**src/rtl/busmon_pkg.sv**
```systemverilog
package busmon_pkg;
  localparam int DW          = 32;
  // control word fields
  localparam int CTL_K_LSB   = 10;
  localparam int CTL_K_W     = 3;
  localparam int CTL_PERIOD  = 18;
  localparam int CTL_ALO_EN  = 20;
  localparam int CTL_AHI_EN  = 21;
  localparam int CTL_NLO_LSB = 23;
  localparam int CTL_NHI_LSB = 26;
  localparam int CTL_N_W     = 3;
  localparam int CTL_CLO_EN  = 29;
  localparam int CTL_CHI_EN  = 30;
  localparam int CTL_EN      = 31;
  // status bits
  localparam int ST_CHI      = 31;
  localparam int ST_CLO      = 30;
  localparam int ST_AHI      = 29;
  localparam int ST_ALO      = 28;
  // global status: channel c at bit GLB_IRQ_TOP - c
  localparam int GLB_IRQ_TOP = 26;

  typedef enum logic [3:0] {
    OFS_CTRL = 4'd0, OFS_WEIGHT = 4'd1, OFS_INIT = 4'd2, OFS_HI = 4'd3,
    OFS_LO   = 4'd4, OFS_AHI    = 4'd5, OFS_ALO  = 4'd6, OFS_STAT = 4'd7,
    OFS_AVG  = 4'd8
  } ofs_e;

  localparam logic [3:0] GLB_STATUS = 4'd0;
  localparam logic [3:0] GLB_PERIOD = 4'd1;
endpackage

```
**src/rtl/busmon_tick_div.sv**
```systemverilog
module busmon_tick_div #(
  parameter int PER_W = 8
) (
  input  logic             clk,
  input  logic             rst_n,
  input  logic             tick_i,
  input  logic [PER_W-1:0] per_i,
  output logic             pend_o
);
  logic [PER_W-1:0] cnt_q;

  assign pend_o = tick_i && (cnt_q >= per_i);

  always_ff @(posedge clk) begin
    if (!rst_n)      cnt_q <= '0;
    else if (tick_i) cnt_q <= pend_o ? '0 : cnt_q + 1'b1;
  end
endmodule

```
**src/rtl/busmon_chan.sv**
```systemverilog
module busmon_chan
  import busmon_pkg::*;
(
  input  logic          clk,
  input  logic          rst_n,
  input  logic          evt_i,
  input  logic          pend_i,
  input  logic          wr_i,
  input  logic [3:0]    idx_i,
  input  logic [DW-1:0] wdata_i,
  output logic [DW-1:0] rdata_o,
  output logic [DW-1:0] avg_o,
  output logic [DW-1:0] stat_o,
  output logic          irq_o
);
  logic [DW-1:0] ctrl_q, wgt_q, init_q, hi_q, lo_q, ahi_q, alo_q, stat_q, avg_q, acc_q;
  logic [CTL_N_W-1:0] chi_q, clo_q;
  logic          active, ld_avg, upd, above, below, chi_fire, clo_fire;
  logic [3:0]    shamt;
  logic signed [DW:0] diff, step;
  logic [DW-1:0] avg_new, set_v, mask_v;

  assign active = ctrl_q[CTL_EN] && ctrl_q[CTL_PERIOD];
  assign upd    = pend_i && active;
  assign ld_avg = wr_i && (idx_i == OFS_CTRL) && wdata_i[CTL_EN] && !ctrl_q[CTL_EN];

  // moving average, signed floor shift
  assign shamt   = {1'b0, ctrl_q[CTL_K_LSB +: CTL_K_W]} + 4'd1;
  assign diff    = $signed({1'b0, acc_q}) - $signed({1'b0, avg_q});
  assign step    = diff >>> shamt;
  assign avg_new = avg_q + step[DW-1:0];

  assign above    = acc_q > hi_q;
  assign below    = acc_q < lo_q;
  assign chi_fire = upd && ctrl_q[CTL_CHI_EN] && above && (chi_q == ctrl_q[CTL_NHI_LSB +: CTL_N_W]);
  assign clo_fire = upd && ctrl_q[CTL_CLO_EN] && below && (clo_q == ctrl_q[CTL_NLO_LSB +: CTL_N_W]);

  always_comb begin
    set_v         = '0;
    set_v[ST_CHI] = chi_fire;
    set_v[ST_CLO] = clo_fire;
    set_v[ST_AHI] = upd && (avg_new > ahi_q);
    set_v[ST_ALO] = upd && (avg_new < alo_q);
    mask_v         = '0;
    mask_v[ST_CHI] = ctrl_q[CTL_CHI_EN];
    mask_v[ST_CLO] = ctrl_q[CTL_CLO_EN];
    mask_v[ST_AHI] = ctrl_q[CTL_AHI_EN];
    mask_v[ST_ALO] = ctrl_q[CTL_ALO_EN];
  end

  // programmable registers
  always_ff @(posedge clk) begin
    if (!rst_n) begin
      ctrl_q <= '0; wgt_q <= '0; init_q <= '0; hi_q <= '0;
      lo_q   <= '0; ahi_q <= '0; alo_q  <= '0;
    end else if (wr_i) begin
      case (idx_i)
        OFS_CTRL:   ctrl_q <= wdata_i;
        OFS_WEIGHT: wgt_q  <= wdata_i;
        OFS_INIT:   init_q <= wdata_i;
        OFS_HI:     hi_q   <= wdata_i;
        OFS_LO:     lo_q   <= wdata_i;
        OFS_AHI:    ahi_q  <= wdata_i;
        OFS_ALO:    alo_q  <= wdata_i;
        default: ;
      endcase
    end
  end

  // accumulator, average, run counters, status
  always_ff @(posedge clk) begin
    if (!rst_n) begin
      acc_q <= '0; avg_q <= '0; stat_q <= '0; chi_q <= '0; clo_q <= '0;
    end else begin
      if (!active)     acc_q <= '0;
      else if (pend_i) acc_q <= evt_i ? wgt_q : '0;
      else if (evt_i)  acc_q <= acc_q + wgt_q;

      if (ld_avg)   avg_q <= init_q;
      else if (upd) avg_q <= avg_new;

      if (!active || !ctrl_q[CTL_CHI_EN]) chi_q <= '0;
      else if (upd) chi_q <= (above && !chi_fire) ? chi_q + 1'b1 : '0;

      if (!active || !ctrl_q[CTL_CLO_EN]) clo_q <= '0;
      else if (upd) clo_q <= (below && !clo_fire) ? clo_q + 1'b1 : '0;

      stat_q <= ((wr_i && idx_i == OFS_STAT) ? (stat_q & ~wdata_i) : stat_q) | set_v;
    end
  end

  always_comb begin
    case (idx_i)
      OFS_CTRL:   rdata_o = ctrl_q;
      OFS_WEIGHT: rdata_o = wgt_q;
      OFS_INIT:   rdata_o = init_q;
      OFS_HI:     rdata_o = hi_q;
      OFS_LO:     rdata_o = lo_q;
      OFS_AHI:    rdata_o = ahi_q;
      OFS_ALO:    rdata_o = alo_q;
      default:    rdata_o = '0;
    endcase
  end

  assign avg_o  = avg_q;
  assign stat_o = stat_q;
  assign irq_o  = |(stat_q & mask_v);
endmodule

```
**src/rtl/busmon_wm.sv**
```systemverilog
module busmon_wm
  import busmon_pkg::*;
#(
  parameter int NCH    = 2,
  parameter int ADDR_W = 8,
  parameter int PER_W  = 8
) (
  input  logic              clk,
  input  logic              rst_n,
  input  logic              tick_ms_i,
  input  logic [NCH-1:0]    evt_i,
  input  logic              reg_wr_i,
  input  logic [ADDR_W-1:0] reg_addr_i,
  input  logic [DW-1:0]     reg_wdata_i,
  output logic [DW-1:0]     reg_rdata_o,
  output logic              irq_o
);
  localparam int SEL_LSB = 6;
  localparam int SEL_W   = ADDR_W - SEL_LSB;

  logic [SEL_W-1:0] sel;
  logic [3:0]       widx;
  logic             aligned, glb_wr, period_end;
  logic [PER_W-1:0] per_q;
  logic [DW-1:0]    glb_stat;
  logic [NCH-1:0][DW-1:0] avg_all, stat_all, ch_rdata;
  logic [NCH-1:0]   ch_irq;

  assign sel     = reg_addr_i[ADDR_W-1:SEL_LSB];
  assign widx    = reg_addr_i[SEL_LSB-1:2];
  assign aligned = (reg_addr_i[1:0] == 2'b00);
  assign glb_wr  = reg_wr_i && aligned && (sel == '0) && (widx == GLB_PERIOD);

  always_ff @(posedge clk) begin
    if (!rst_n)      per_q <= '0;
    else if (glb_wr) per_q <= reg_wdata_i[PER_W-1:0];
  end

  busmon_tick_div #(.PER_W(PER_W)) i_div (
    .clk(clk), .rst_n(rst_n), .tick_i(tick_ms_i), .per_i(per_q), .pend_o(period_end)
  );

  for (genvar c = 0; c < NCH; c++) begin : g_ch
    busmon_chan i_chan (
      .clk(clk), .rst_n(rst_n), .evt_i(evt_i[c]), .pend_i(period_end),
      .wr_i(reg_wr_i && aligned && (sel == SEL_W'(c + 1))),
      .idx_i(widx), .wdata_i(reg_wdata_i), .rdata_o(ch_rdata[c]),
      .avg_o(avg_all[c]), .stat_o(stat_all[c]), .irq_o(ch_irq[c])
    );
  end

  always_comb begin
    glb_stat = '0;
    for (int c = 0; c < NCH; c++) glb_stat[GLB_IRQ_TOP - c] = ch_irq[c];
  end

  always_comb begin
    reg_rdata_o = '0;
    if (aligned) begin
      if (sel == '0) begin
        if (widx == GLB_STATUS)      reg_rdata_o = glb_stat;
        else if (widx == GLB_PERIOD) reg_rdata_o = DW'(per_q);
      end
      for (int c = 0; c < NCH; c++) begin
        if (sel == SEL_W'(c + 1)) begin
          if (widx == OFS_AVG)       reg_rdata_o = avg_all[c];
          else if (widx == OFS_STAT) reg_rdata_o = stat_all[c];
          else                       reg_rdata_o = ch_rdata[c];
        end
      end
    end
  end

  assign irq_o = |ch_irq;
endmodule

```
**config.mk**
```make
export PLATFORM = sky130hd
export DESIGN_NAME = busmon_wm
export DESIGN_NICKNAME = d
export VERILOG_FILES = /design/src/rtl/busmon_pkg.sv /design/src/rtl/busmon_tick_div.sv /design/src/rtl/busmon_chan.sv /design/src/rtl/busmon_wm.sv
export SDC_FILE = /design/constraint.sdc
export NUM_CORES = 2
export LEC_CHECK = 0
export CORE_MARGIN = 10
export CORE_UTILIZATION = 55
export DETAILED_ROUTE_END_ITERATION = 12
export DONT_BUFFER_PORTS = 1
export HOLD_SLACK_MARGIN = 0.05
export PLACE_DENSITY = 0.78
export SETUP_SLACK_MARGIN = 0.2
export SLEW_MARGIN = 20
export SYNTH_ARGS = -nofsm -noshare
export SYNTH_HDL_FRONTEND = slang
export SYNTH_HIERARCHICAL = 1
export SYNTH_SLANG_ARGS = --single-unit
```
**constraint.sdc**
```tcl
create_clock -name clk -period 7.95 [get_ports clk]
set_input_delay 1.59 -clock clk [delete_from_list [all_inputs] [get_ports clk]]
set_output_delay 1.59 -clock clk [all_outputs]
set_load 0.02 [all_outputs]
```
==> out/summary.md <==
Placement
• HPWL after DPL: 140000 µm
• Placed Instances: 7518
• I/O Buffers: 0
• area after detailed placement: 50600 µm²
• weighted congestion at the end of routability-driven global placement: 1.04

Synth
• fraction of the mapped netlist area in compound gates: 28.2%
• combinational family with the most area after synthesis: compound AO/OA/AOI/OAI gates
• ys async rst share: 0%
• prevailing post-synth register cell: sky130_fd_sc_hd__dfxtp_1
• share of synthesized cell area in and, or, nand and nor gates: 20.2%
• sequential-to-total area share from yosys stat: 26.9%
• Mean Syn Cell Area: 7.48 µm²
• area share of the leading cell type in the synthesized netlist: 26.9%
• post-synthesis instance area: 49700 µm²
• synthesized net count: 7152
• Synth area leaders: sky130_fd_sc_hd__dfxtp_1 (27%), sky130_fd_sc_hd__ha_1 (11%), sky130_fd_sc_hd__nand2_1 (10%), sky130_fd_sc_hd__a21oi_1 (6.2%), sky130_fd_sc_hd__a21boi_0 (3.8%)
• flip-flop and latch count after synthesis: 668
• Post-Syn Instances: 6645
• leading area contributor after synthesis: sky130_fd_sc_hd__dfxtp_1
• share of cell area taken by muxes after synthesis: 3.26%
• number of library cell types mapped by synthesis: 119
• xor/xnor cell area share of the yosys netlist: 2.89%
• Synth warnings: 6
• Synth Area in Adders: 11.7%
• number of synthesized flops with an enable pin: 0

GRT
• met2 Resource Use GR: 55.4%
• routing usage on met1: 44.6%
• Most Used Layer, Global Route: met2
• GRT Resource Usage Total: 35.6%
• pin count of the biggest net entering global routing: 343
• via count of the first global-routing pass: 48.1k
• wire length of the first global-routing pass: 289000 µm
• total global routing overflow: 0
• antenna violations before repair: 3
• met3 routing resource usage after global routing: 9.66%

Final layout
• Net count, final: 6931
• layout cell share with drive strength beyond 1: 7.97%
• number of non-filler instances in the completed layout: 7663
• Finished Cell Area: 53500 µm²
• layout overhead on the synthesized area: 7.70%

Status
• result of the run: complete, no violations

Setup path
• slowest cell on the critical path: sky130_fd_sc_hd__or4_1
• cell repeated most along the worst path: sky130_fd_sc_hd__a21oi_1
• CP arrival: 8.00 ns
• required time of the critical path: 8.49 ns
• type of element launching the critical path: flop
• critical path fanouts, max: 7
• Worst Path Class, Setup: reg -> reg
• maximum single-stage delay on the critical path: 0.47 ns
• Crit. End Element: flop

Timing
• setup violation total in the final timing report: 0
• Period Utilization, post-route: 93.8%
• count of pins over their slew limit: 0
• Clock Skew: 0.0281 ns
• Fin Setup TNS: 0 ns
• worst slew slack as a fraction of its limit: 20.4%
• setup repair after global routing missed its margin: yes
• Fmax achieved: 134 MHz
• number of hold violations in the final report: 0
• slew at the pin closest to its max-slew limit: 1.19 ns
• final critical delay including setup and external delays: 7.45 ns

Pwr
• Internal Dissipation: 5.57 mW
• part of the total power dissipated in combinational logic: 2.9%
• power spent charging and discharging nets: 1.74 mW
• fraction of power consumed by sequential logic: 45.8%
• fraction of power spent switching nets: 23.8%
• power per unit of standard cell area: 137 nW/µm²
• VDD IR-drop max: 132 µV
• Static Leakage: 21.0 nW
• clock share of power: 51.3%

Detailed routing
• Antenna Nets Post-Route: 0
• # DRC: 0
• Avg Vias per Cell: 6.65
• average wire per standard cell: 25.1 µm
• via total after detailed routing: 51.0k
• number of DRC markers after the initial detailed-route iteration: 7678
• total length of routed wires: 192000 µm
• total iterations of the first detailed-routing run: 10

Job
• Maximum Capacitance Violations: 0

Die
• standard-cell row count: 110
• boundary pin count: 79
• Die Y: 321 µm
• die boundary width: 321 µm
• area enclosed by the die boundary: 103000 µm²
• core footprint: 89900 µm²
• effective utilization at floorplan: 55.3%

Clock network
• Max Root-Sink Buffers: 3
• cell at the root of the clock tree: sky130_fd_sc_hd__clkbuf_16
• clock tree from TritonCTS: yes
• sinks on the clock net: 668
• depth of the CTS H-tree: 3
• source-to-sink clock delay at the later pin of the worst-skew pair: 0.67 ns
• clock buffer count from CTS: 77
• clock slew at reported path FFs: 0.06 ns

Hold path
• Min-Delay Path Class: reg -> reg

cells by family after synthesis:
family	count (synthesis)
mux	143
fa+ha+maj	461
flops	668
xor+xnor	164
buf+inv	856
simple gates	2274
compound gates	2079
through the flow:
| step | utilization (%) | hold slack [ns] | power (mW) | setup WS, ns |
|---|---|---|---|---|
| floorplan | - | 0.411 | 3.62 | 1.25 |
| global placement | 56.3 | 0.418 | 3.62 | 0.318 |
| detailed placement | 56.3 | 0.421 | 3.63 | 0.244 |
| CTS | 59.2 | 0.430 | 7.31 | 0.221 |
| global route | 59.5 | 0.440 | 7.46 | 0.119 |
| finish | 59.5 | 0.430 | 7.32 | 0.496 |
synthesized netlist by cell type, drive strengths merged, types with 20 or more instances:
library cell  instances
nand4                75
a22oi               234
xor2                 72
mux2i               102
a211oi               60
nor2b                63
o31ai                20
o21a                 71
and2                 28
or3                  29
o211ai               43
xnor2                92
nand2b               52
nor3                 83
o21ai               254
mux2                 29
clkbuf              389
a222oi               65
a21boi              257
or2                  21
nor2                255
and3                 47
a21oi               618
nand3               148
buf                  74
o21bai               29
inv                 392
nand2              1389
a21o                148
a31oi                79
dfxtp               668
ha                  455
layout make-up:
class	count	area [µm²]
multi-input combinational	5121	33300
inverter	393	1480
sequential	668	13400
clock inverter	39	459
tap	1176	1470
clock buffer	101	2140
antenna	2	5.00
fill	8226	36400
timing repair buffer	163	1220
power groups by stage:
stage               logic (mW)  registers [mW]  clock network [mW]
finish                   0.212            3.35                3.75
global placement         0.198            3.43                   0
detailed placement       0.199            3.43                   0
global route             0.214            3.35                3.90
floorplan                0.191            3.43                   0
CTS                      0.199            3.35                3.76
timing repair:
action	4_1_cts	5_1_grt
hold buffers	0	0
resized for setup	0	76
buffers inserted	0	3
endpoints found under the setup margin	0	4
hold endpoints to repair	0	0
sequential cells by signal, indices dropped and copies added, names as in the netlist:
register	cells
i_div/cnt_q	8
g_ch.i_chan/lo_q	64
g_ch.i_chan/ctrl_q	64
g_ch.i_chan/chi_q	6
g_ch.i_chan/wgt_q	64
g_ch.i_chan/stat_o	64
g_ch.i_chan/hi_q	64
per_q	8
g_ch.i_chan/alo_q	64
g_ch.i_chan/clo_q	6
g_ch.i_chan/init_q	64
g_ch.i_chan/ahi_q	64
g_ch.i_chan/avg_o	64
g_ch.i_chan/acc_q	64
per-layer routing:
| metal | part of all wire [%] | vias up |
|---|---|---|
| met4 | 5.7 | 2 |
| li1 | - | 23158 |
| met3 | 13 | 665 |
| met5 | 0.0052 | - |
| met1 | 38 | 23916 |
| met2 | 43 | 3247 |
placed cells by master (no fill, tap or decap), drive strengths merged, types with 16 or more instances in the layout:
master and instances:
a22o 19, a221oi 19, a21oi 618, o21a 71, a211oi 60, a21o 148
nand3 148, mux2i 102, nor4 19, nor2b 63, or2 21, buf 163
nor3 83, nand4 75, mux2 29, o21bai 29, a31oi 79, o21ai 254
clkbuf 101, xnor2 92, or3 29, o31ai 20, nor2 255, a21boi 257
and2 28, nand3b 17, dfxtp 668, o311a 16, a211o 18, and3 47
nand2 1389, o211ai 43, nand2b 52, inv 399, ha 455, a22oi 234
clkinv 19, xor2 72, a222oi 65
final timing paths:
kind | start | to | slack [ns] | cells past startpoint
max | g_ch[1].i_chan/avg_o[22] | g_ch[1].i_chan/stat_o[29] | 0.50 | 32
min | g_ch[0].i_chan/stat_o[7] | g_ch[0].i_chan/stat_o[7] | 0.43 | 2
max reg2reg | g_ch[1].i_chan/avg_o[22] | g_ch[1].i_chan/stat_o[29] | 0.50 | 32
min reg2reg | g_ch[0].i_chan/stat_o[7] | g_ch[0].i_chan/stat_o[7] | 0.43 | 2
critical path, delay by kind of cell, from the launching register on:
family          cells  cell delay [ns]
compound gates     18             3.89
xor+xnor            1             0.19
fa+ha+maj           3             1.03
buf+inv             2             0.26
flops               1             0.45
mux                 3             0.74
simple gates        5             0.73
No activity file was read; power rests on OpenSTA's default activity.
